`src/rtl/fseq_pkg.sv`:
```
package fseq_pkg;

  typedef enum logic [1:0] {
    ST_IDLE  = 2'd0,
    ST_FETCH = 2'd1,
    ST_WAIT  = 2'd2
  } seq_state_t;

  // byte address of a program word: page base plus word offset
  function automatic logic [31:0] word_byte_addr(input logic [31:0] page,
                                                 input logic [31:0] idx,
                                                 input int unsigned page_bytes,
                                                 input int unsigned word_bytes);
    return page * page_bytes + idx * word_bytes;
  endfunction

endpackage

```
`src/rtl/fseq_ovr.sv`:
```
module fseq_ovr (
  input  logic clk,
  input  logic rst_n,
  input  logic set_abort,
  input  logic set_limit,
  input  logic clr,
  output logic flag
);
  logic flag_q;

  always_ff @(posedge clk or negedge rst_n) begin
    if (!rst_n)                    flag_q <= 1'b0;
    else if (set_abort || set_limit) flag_q <= 1'b1;
    else if (clr)                  flag_q <= 1'b0;
  end

  assign flag = flag_q;

  assert_sticky_R8: assert property (@(posedge clk) disable iff (!rst_n)
    flag_q && !clr |=> flag_q);

  assert_set_has_cause_R6: assert property (@(posedge clk) disable iff (!rst_n)
    $rose(flag_q) |-> $past(set_abort || set_limit));

endmodule

```
`src/rtl/fseq_pc.sv`:
```
module fseq_pc #(
  parameter int LOC_W      = 8,
  parameter int PROG_WORDS = 4096,
  parameter int PAGE_BYTES = 1024,
  parameter int WORD_BYTES = 2,
  parameter int ADDR_W     = 19,
  localparam int PC_W      = $clog2(PROG_WORDS)
) (
  input  logic              clk,
  input  logic              rst_n,
  input  logic              pc_load,
  input  logic              pc_inc,
  input  logic [LOC_W-1:0]  base_sel,
  output logic              pc_last,
  output logic [ADDR_W-1:0] fetch_addr
);
  import fseq_pkg::*;

  localparam logic [PC_W-1:0] LAST_IDX = PC_W'(PROG_WORDS - 1);

  logic [PC_W-1:0]  pc_q;
  logic [LOC_W-1:0] base_q;

  always_ff @(posedge clk or negedge rst_n) begin
    if (!rst_n) begin
      pc_q   <= '0;
      base_q <= '0;
    end else if (pc_load) begin
      pc_q   <= '0;
      base_q <= base_sel;
    end else if (pc_inc) begin
      pc_q   <= pc_q + PC_W'(1);
    end
  end

  assign pc_last    = (pc_q == LAST_IDX);
  assign fetch_addr = ADDR_W'(word_byte_addr(32'(base_q), 32'(pc_q), PAGE_BYTES, WORD_BYTES));

  assert_inc_below_limit_R7: assert property (@(posedge clk) disable iff (!rst_n)
    pc_inc |-> !pc_last);

  assert_addr_holds_R3: assert property (@(posedge clk) disable iff (!rst_n)
    !pc_load && !pc_inc |=> $stable(fetch_addr));

endmodule

```
`src/rtl/fseq_ctrl.sv`:
```
module fseq_ctrl #(
  parameter int WORD_W = 16,
  parameter logic [WORD_W-1:0] HALT_OP = '0
) (
  input  logic              clk,
  input  logic              rst_n,
  input  logic              cyc_start,
  input  logic              cyc_end,
  input  logic              mem_gnt,
  input  logic              instr_valid,
  input  logic [WORD_W-1:0] instr_data,
  input  logic              pc_last,
  output logic              pc_load,
  output logic              pc_inc,
  output logic              fetch_req,
  output logic              busy,
  output logic              pass_done,
  output logic              abort_evt,
  output logic              limit_evt
);
  import fseq_pkg::*;

  seq_state_t st_q, st_n;
  logic done_q;
  logic running, word_in, is_halt, quiet, halt_hit;

  always_comb begin
    running   = (st_q != ST_IDLE);
    word_in   = (st_q == ST_WAIT) && instr_valid;
    is_halt   = (instr_data == HALT_OP);
    quiet     = !cyc_start && !cyc_end;
    abort_evt = running && !quiet;
    halt_hit  = word_in && is_halt && quiet;
    limit_evt = word_in && !is_halt && pc_last && quiet;
    pc_inc    = word_in && !is_halt && !pc_last && quiet;
    pc_load   = cyc_start;
    fetch_req = (st_q == ST_FETCH);
  end

  always_comb begin
    st_n = st_q;
    if (cyc_start)    st_n = ST_FETCH;
    else if (cyc_end) st_n = ST_IDLE;
    else begin
      unique case (st_q)
        ST_FETCH: if (mem_gnt) st_n = ST_WAIT;
        ST_WAIT:  if (instr_valid) st_n = (is_halt || pc_last) ? ST_IDLE : ST_FETCH;
        default:  st_n = ST_IDLE;
      endcase
    end
  end

  always_ff @(posedge clk or negedge rst_n) begin
    if (!rst_n) begin
      st_q   <= ST_IDLE;
      done_q <= 1'b0;
    end else begin
      st_q   <= st_n;
      done_q <= halt_hit;
    end
  end

  assign busy      = running;
  assign pass_done = done_q;

  assert_halt_ends_pass_R5: assert property (@(posedge clk) disable iff (!rst_n)
    halt_hit |=> !busy && pass_done);

  assert_done_single_R5: assert property (@(posedge clk) disable iff (!rst_n)
    pass_done |=> !pass_done);

  assert_one_outstanding_R4: assert property (@(posedge clk) disable iff (!rst_n)
    fetch_req && mem_gnt && quiet |=> !fetch_req);

  assert_idle_quiet_R5: assert property (@(posedge clk) disable iff (!rst_n)
    !busy && !cyc_start |=> !fetch_req);

endmodule

```
`src/rtl/fetch_seq.sv`:
```
module fetch_seq #(
  parameter int LOC_W      = 8,
  parameter int PROG_WORDS = 4096,
  parameter int WORD_W     = 16,
  parameter logic [WORD_W-1:0] HALT_OP = '0,
  parameter int PAGE_BYTES = 1024,
  localparam int WORD_BYTES = WORD_W / 8,
  localparam int ADDR_W = $clog2(((1 << LOC_W) - 1) * PAGE_BYTES + (PROG_WORDS - 1) * WORD_BYTES + 1)
) (
  input  logic              clk,
  input  logic              rst_n,
  input  logic              cyc_start,
  input  logic              cyc_end,
  input  logic [LOC_W-1:0]  base_sel,
  input  logic              mem_gnt,
  output logic              fetch_req,
  output logic [ADDR_W-1:0] fetch_addr,
  input  logic              instr_valid,
  input  logic [WORD_W-1:0] instr_data,
  output logic              busy,
  output logic              pass_done,
  input  logic              ovr_clr,
  output logic              overrun
);
  logic pc_load, pc_inc, pc_last, abort_evt, limit_evt;

  fseq_ctrl #(.WORD_W(WORD_W), .HALT_OP(HALT_OP)) u_ctrl (
    .clk(clk), .rst_n(rst_n), .cyc_start(cyc_start), .cyc_end(cyc_end),
    .mem_gnt(mem_gnt), .instr_valid(instr_valid), .instr_data(instr_data),
    .pc_last(pc_last), .pc_load(pc_load), .pc_inc(pc_inc),
    .fetch_req(fetch_req), .busy(busy), .pass_done(pass_done),
    .abort_evt(abort_evt), .limit_evt(limit_evt)
  );

  fseq_pc #(.LOC_W(LOC_W), .PROG_WORDS(PROG_WORDS), .PAGE_BYTES(PAGE_BYTES),
            .WORD_BYTES(WORD_BYTES), .ADDR_W(ADDR_W)) u_pc (
    .clk(clk), .rst_n(rst_n), .pc_load(pc_load), .pc_inc(pc_inc),
    .base_sel(base_sel), .pc_last(pc_last), .fetch_addr(fetch_addr)
  );

  fseq_ovr u_ovr (
    .clk(clk), .rst_n(rst_n), .set_abort(abort_evt), .set_limit(limit_evt),
    .clr(ovr_clr), .flag(overrun)
  );

  assert_stall_holds_R3: assert property (@(posedge clk) disable iff (!rst_n)
    fetch_req && !mem_gnt && !cyc_start && !cyc_end |=> fetch_req && $stable(fetch_addr));

  assert_restart_flags_R9: assert property (@(posedge clk) disable iff (!rst_n)
    busy && cyc_start |=> overrun && busy);

endmodule

```
`config.mk`:
```
export PLATFORM = sky130hd
export DESIGN_NAME = fetch_seq
export DESIGN_NICKNAME = d
export VERILOG_FILES = /design/src/rtl/fseq_pkg.sv /design/src/rtl/fseq_ovr.sv /design/src/rtl/fseq_pc.sv /design/src/rtl/fseq_ctrl.sv /design/src/rtl/fetch_seq.sv
export SDC_FILE = /design/constraint.sdc
export NUM_CORES = 1
export LEC_CHECK = 0
export BUFFER_PORTS_ARGS = -buffer_cell sky130_fd_sc_hd__buf_2
export CORE_AREA = 2 2 57 81
export CTS_BUF_LIST = sky130_fd_sc_hd__clkbuf_4 sky130_fd_sc_hd__clkbuf_8
export CTS_CLUSTER_SIZE = 25
export DETAILED_ROUTE_END_ITERATION = 16
export DIE_AREA = 0 0 59 83
export GPL_TIMING_DRIVEN = 1
export MAX_ROUTING_LAYER = met4
export PLACE_DENSITY_LB_ADDON = 0.15
export SLEW_MARGIN = 20
export SYNTH_ARGS = -nofsm -noshare
export SYNTH_HDL_FRONTEND = slang
export SYNTH_HIERARCHICAL = 1
export SYNTH_SLANG_ARGS = --single-unit
```
`constraint.sdc`:
```
create_clock -name clk -period 4.1 [get_ports clk]
set_clock_uncertainty 0.15 [all_clocks]
set_input_delay 0.82 -clock clk [delete_from_list [all_inputs] [get_ports clk]]
set_output_delay 0.82 -clock clk [all_outputs]
set_load 0.02 [all_outputs]
```
==> impl_results.md <==
* Result of the run: finished clean
* Share of the clock period used by the worst path after layout at 0.7497
* Total congestion overflow after global routing at 0
* H-tree levels at 1
* Cts hold-fix bufs at 0
* Placeable core region at 0.004134 mm^2
* Power per cell area at 275.9 mW/mm^2
* Via count of the first global-routing pass at 1128
* CP Class: reg2out
* Proportion of synthesized flip-flops having asynchronous set or reset at 1.000
* Via count at 1159
* Area contributors post-synth: dfrtp_1 (42%), mux2_2 (6.3%), buf_4 (5.8%), xor2_1 (4.3%), ha_1 (3.5%)
* Min Tclk post-route at 3.074 ns
* Signed area change from the synthesized netlist to the final layout at 18.49%
* Post-CTS setup repair buffer count at 0
* Gr usage total at 0.1337
* Critical Path RT at 3.13 ns
* Register bit count reported by yosys at 24
* Number of synthesized flops with an enable pin at 0
* Initial antenna violation count at 0
* Height of the die at 83 um
* Syn Nets at 174
* Post-DR vias/cell at 5.174
* IO Port Bufs at 52
* Worst EP arrival at 2.10 ns
* Clock tree root buffer cell: clkbuf_8
* Final Wtd Congestion at 0.7674
* Post-Synthesis Cell Area at 0.001421 mm^2
* TritonCTS clock tree: yes
* Clock-pin slew reported for the worst setup and hold paths after clock tree synthesis at 0.08 ns
* Antenna-violating nets left at 0
* Post-detail-place hpwl at 2357 um
* Number of DRC markers after the initial detailed-route iteration at 43
* Maximum vdd drop at 0.1016 mV
* Yosys synthesis warning count at 6
* Max Slew Vio Count at 0
* Top-level port count at 54
* Setup slack of the critical path after layout at 1.026 ns
* Element type at the critical path end: output pin
* Proportion of layout cells with a drive suffix above 1 at 0.3855
* Wirelength, routed at 3012 um
* TNS Setup at 0 ns
* Critical path peak fanout at 4
* Achievable Freq at 0.3253 GHz
* Final hold vios at 0
* Worst setup SP type: flip-flop
* Standard-cell rows at 28
* Max-Cap Viols at 0
* Number of antenna diodes at 0
* Worst slack, placed at 0.7725 ns
* Count of distinct cell types in the synthesized netlist at 41
* Post-cts sizing count at 0
* Cell taking the most area after synthesis: dfrtp_1
* Most common flop cell mapped by yosys: dfrtp_1
* Transition at the pin with the smallest max-transition slack at 0.5520 ns
* Post-DR wirelength/cell at 13.45 um
* Mapped Cells at 138
* Static Leak at 0.8145 nW
* Tightest hold margin at 0.3817 ns
* Tightest slew margin relative to the limit at 0.6320
* Slack of the worst reg-to-reg path at 1.43 ns
* Portion of the post-synthesis area used by sequential elements at 0.4225
* Type of the worst min-delay path: reg2reg
* Clk buf depth at 2
* Detailed-router iteration count before antenna repair at 4
* Clock network latency to the later pin of the worst-skew pair at 0.26 ns
* Share of the synthesized area in the top cell type at 0.4225
* Final setup violation count at 0
* Largest net degree at the start of global routing at 27
* Setup repair after global routing missed its margin: false
* Total clock sinks at 24
* Area of the die at 0.004897 mm^2
* Die extent in x at 59 um
* Final net count at 217
* Global-route wire length before repair at 5023 um
* CTS buffer count at 3
* Drc violations at 0
* Total power at 0.4646 mW
* Initial standard-cell utilization of the core at 0.3438
* Final core utilization at 0.4074
* Average size of a mapped cell at 10.30 um^2
## worst paths after layout
path | start | endpoint | cells after the start
worst max-delay path | u_pc/pc_q[9]$_DFFE_PN0P_ | fetch_addr[18] | 6
min in group asynchronous | rst_n | u_pc/base_q[3]$_DFFE_PN0P_ | 1
worst min-delay path | u_pc/base_q[2]$_DFFE_PN0P_ | u_pc/base_q[2]$_DFFE_PN0P_ | 1
worst max register to register | u_ctrl/st_q[0]$_DFFE_PN0P_ | u_pc/pc_q[9]$_DFFE_PN0P_ | 5
max in group asynchronous | rst_n | u_pc/pc_q[8]$_DFFE_PN0P_ | 1
worst min register to register | u_pc/base_q[2]$_DFFE_PN0P_ | u_pc/base_q[2]$_DFFE_PN0P_ | 1
## Yosys cell counts, types with 3 or more instances
cell / instances
nor2_1: 10
or3_1: 3
buf_4: 11
o21ai_0: 3
mux2_2: 8
nand2_1: 5
nor3_1: 3
nor4_1: 6
a21oi_1: 8
xnor2_1: 3
xor2_1: 7
inv_1: 4
dfrtp_1: 24
nor2b_1: 3
ha_1: 4
or4_1: 3
nand4_1: 3
## cells by family after synthesis
| kind of cell | after synthesis | synth area share |
|---|---|---|
| AND/OR/NAND/NOR | 49 | 0.2174 |
| flip-flops | 24 | 0.4225 |
| AO/OA/AOI/OAI | 20 | 0.08274 |
| buffers and inverters | 18 | 0.07745 |
| multiplexers | 11 | 0.08627 |
| XOR/XNOR | 10 | 0.06162 |
| adder cells (fa/ha/maj) | 5 | 0.04930 |
| other | 1 | 0.002638 |
## metal layers
layer | up-vias | GRT usage | routed length [um] | part of all wire
li1 | 566 | - | - | -
met4 | 0 | 0.04959 | 18 | 0.0060
met3 | 2 | 0.02025 | 159 | 0.053
met1 | 555 | 0.1475 | 1212 | 0.40
met2 | 36 | 0.2343 | 1621 | 0.54
met5 | - | - | 0 | 0
## layout make-up
type	count	area, um^2
clock buffer	3	41.29
multi-input combinational	96	710.7
tap	45	56.30
sequential	24	600.6
inverter	4	15.01
fill	415	2450
timing repair buffer	52	260.3
## state kept, by name, summed over array words and instances, names as in the netlist
| name | flops |
|---|---|
| u_ovr/flag | 1 |
| u_pc/base_q | 8 |
| u_pc/pc_q | 12 |
| u_ctrl/pass_done | 1 |
| u_ctrl/st_q | 2 |
## per-stage QoR
step                instance area [um^2]  std cells
global placement                    1643        221
detailed placement                  1643        221
CTS                                 1684        224
finish                              1684        224
floorplan                           1421        138
global route                        1684        224
## placed cells by master (no fill, tap or decap), types with 2 or more instances in the layout
cell,instances
and4_1,2
nor2b_1,3
o31ai_1,2
buf_2,52
inv_1,4
o21ai_0,3
nand4_1,3
xor2_1,7
mux2_1,2
xnor2_1,3
dfrtp_1,24
nor3_1,3
clkbuf_8,3
nand3_1,2
or3_1,3
mux2_2,8
a21o_1,2
nor4_1,6
or4_1,3
a21oi_1,8
nand2_1,5
o21ai_1,2
ha_1,4
nor2_1,10
## power by group
group | total [mW] | switching, mW | internal (mW)
Sequential | 0.257 | 0.00999 | 0.247
Combinational | 0.0735 | 0.0404 | 0.0331
Clock | 0.135 | 0.0690 | 0.0655
Total | 0.465 | 0.119 | 0.345
## critical path, stage by stage (launching register included)
cell,delay [ns]
dfrtp_1,0.42
ha_1,0.25
fa_1,0.42
a21o_1,0.21
and4_1,0.21
and3_1,0.18
buf_2,0.15
No activity file was read; power rests on OpenSTA's default activity.
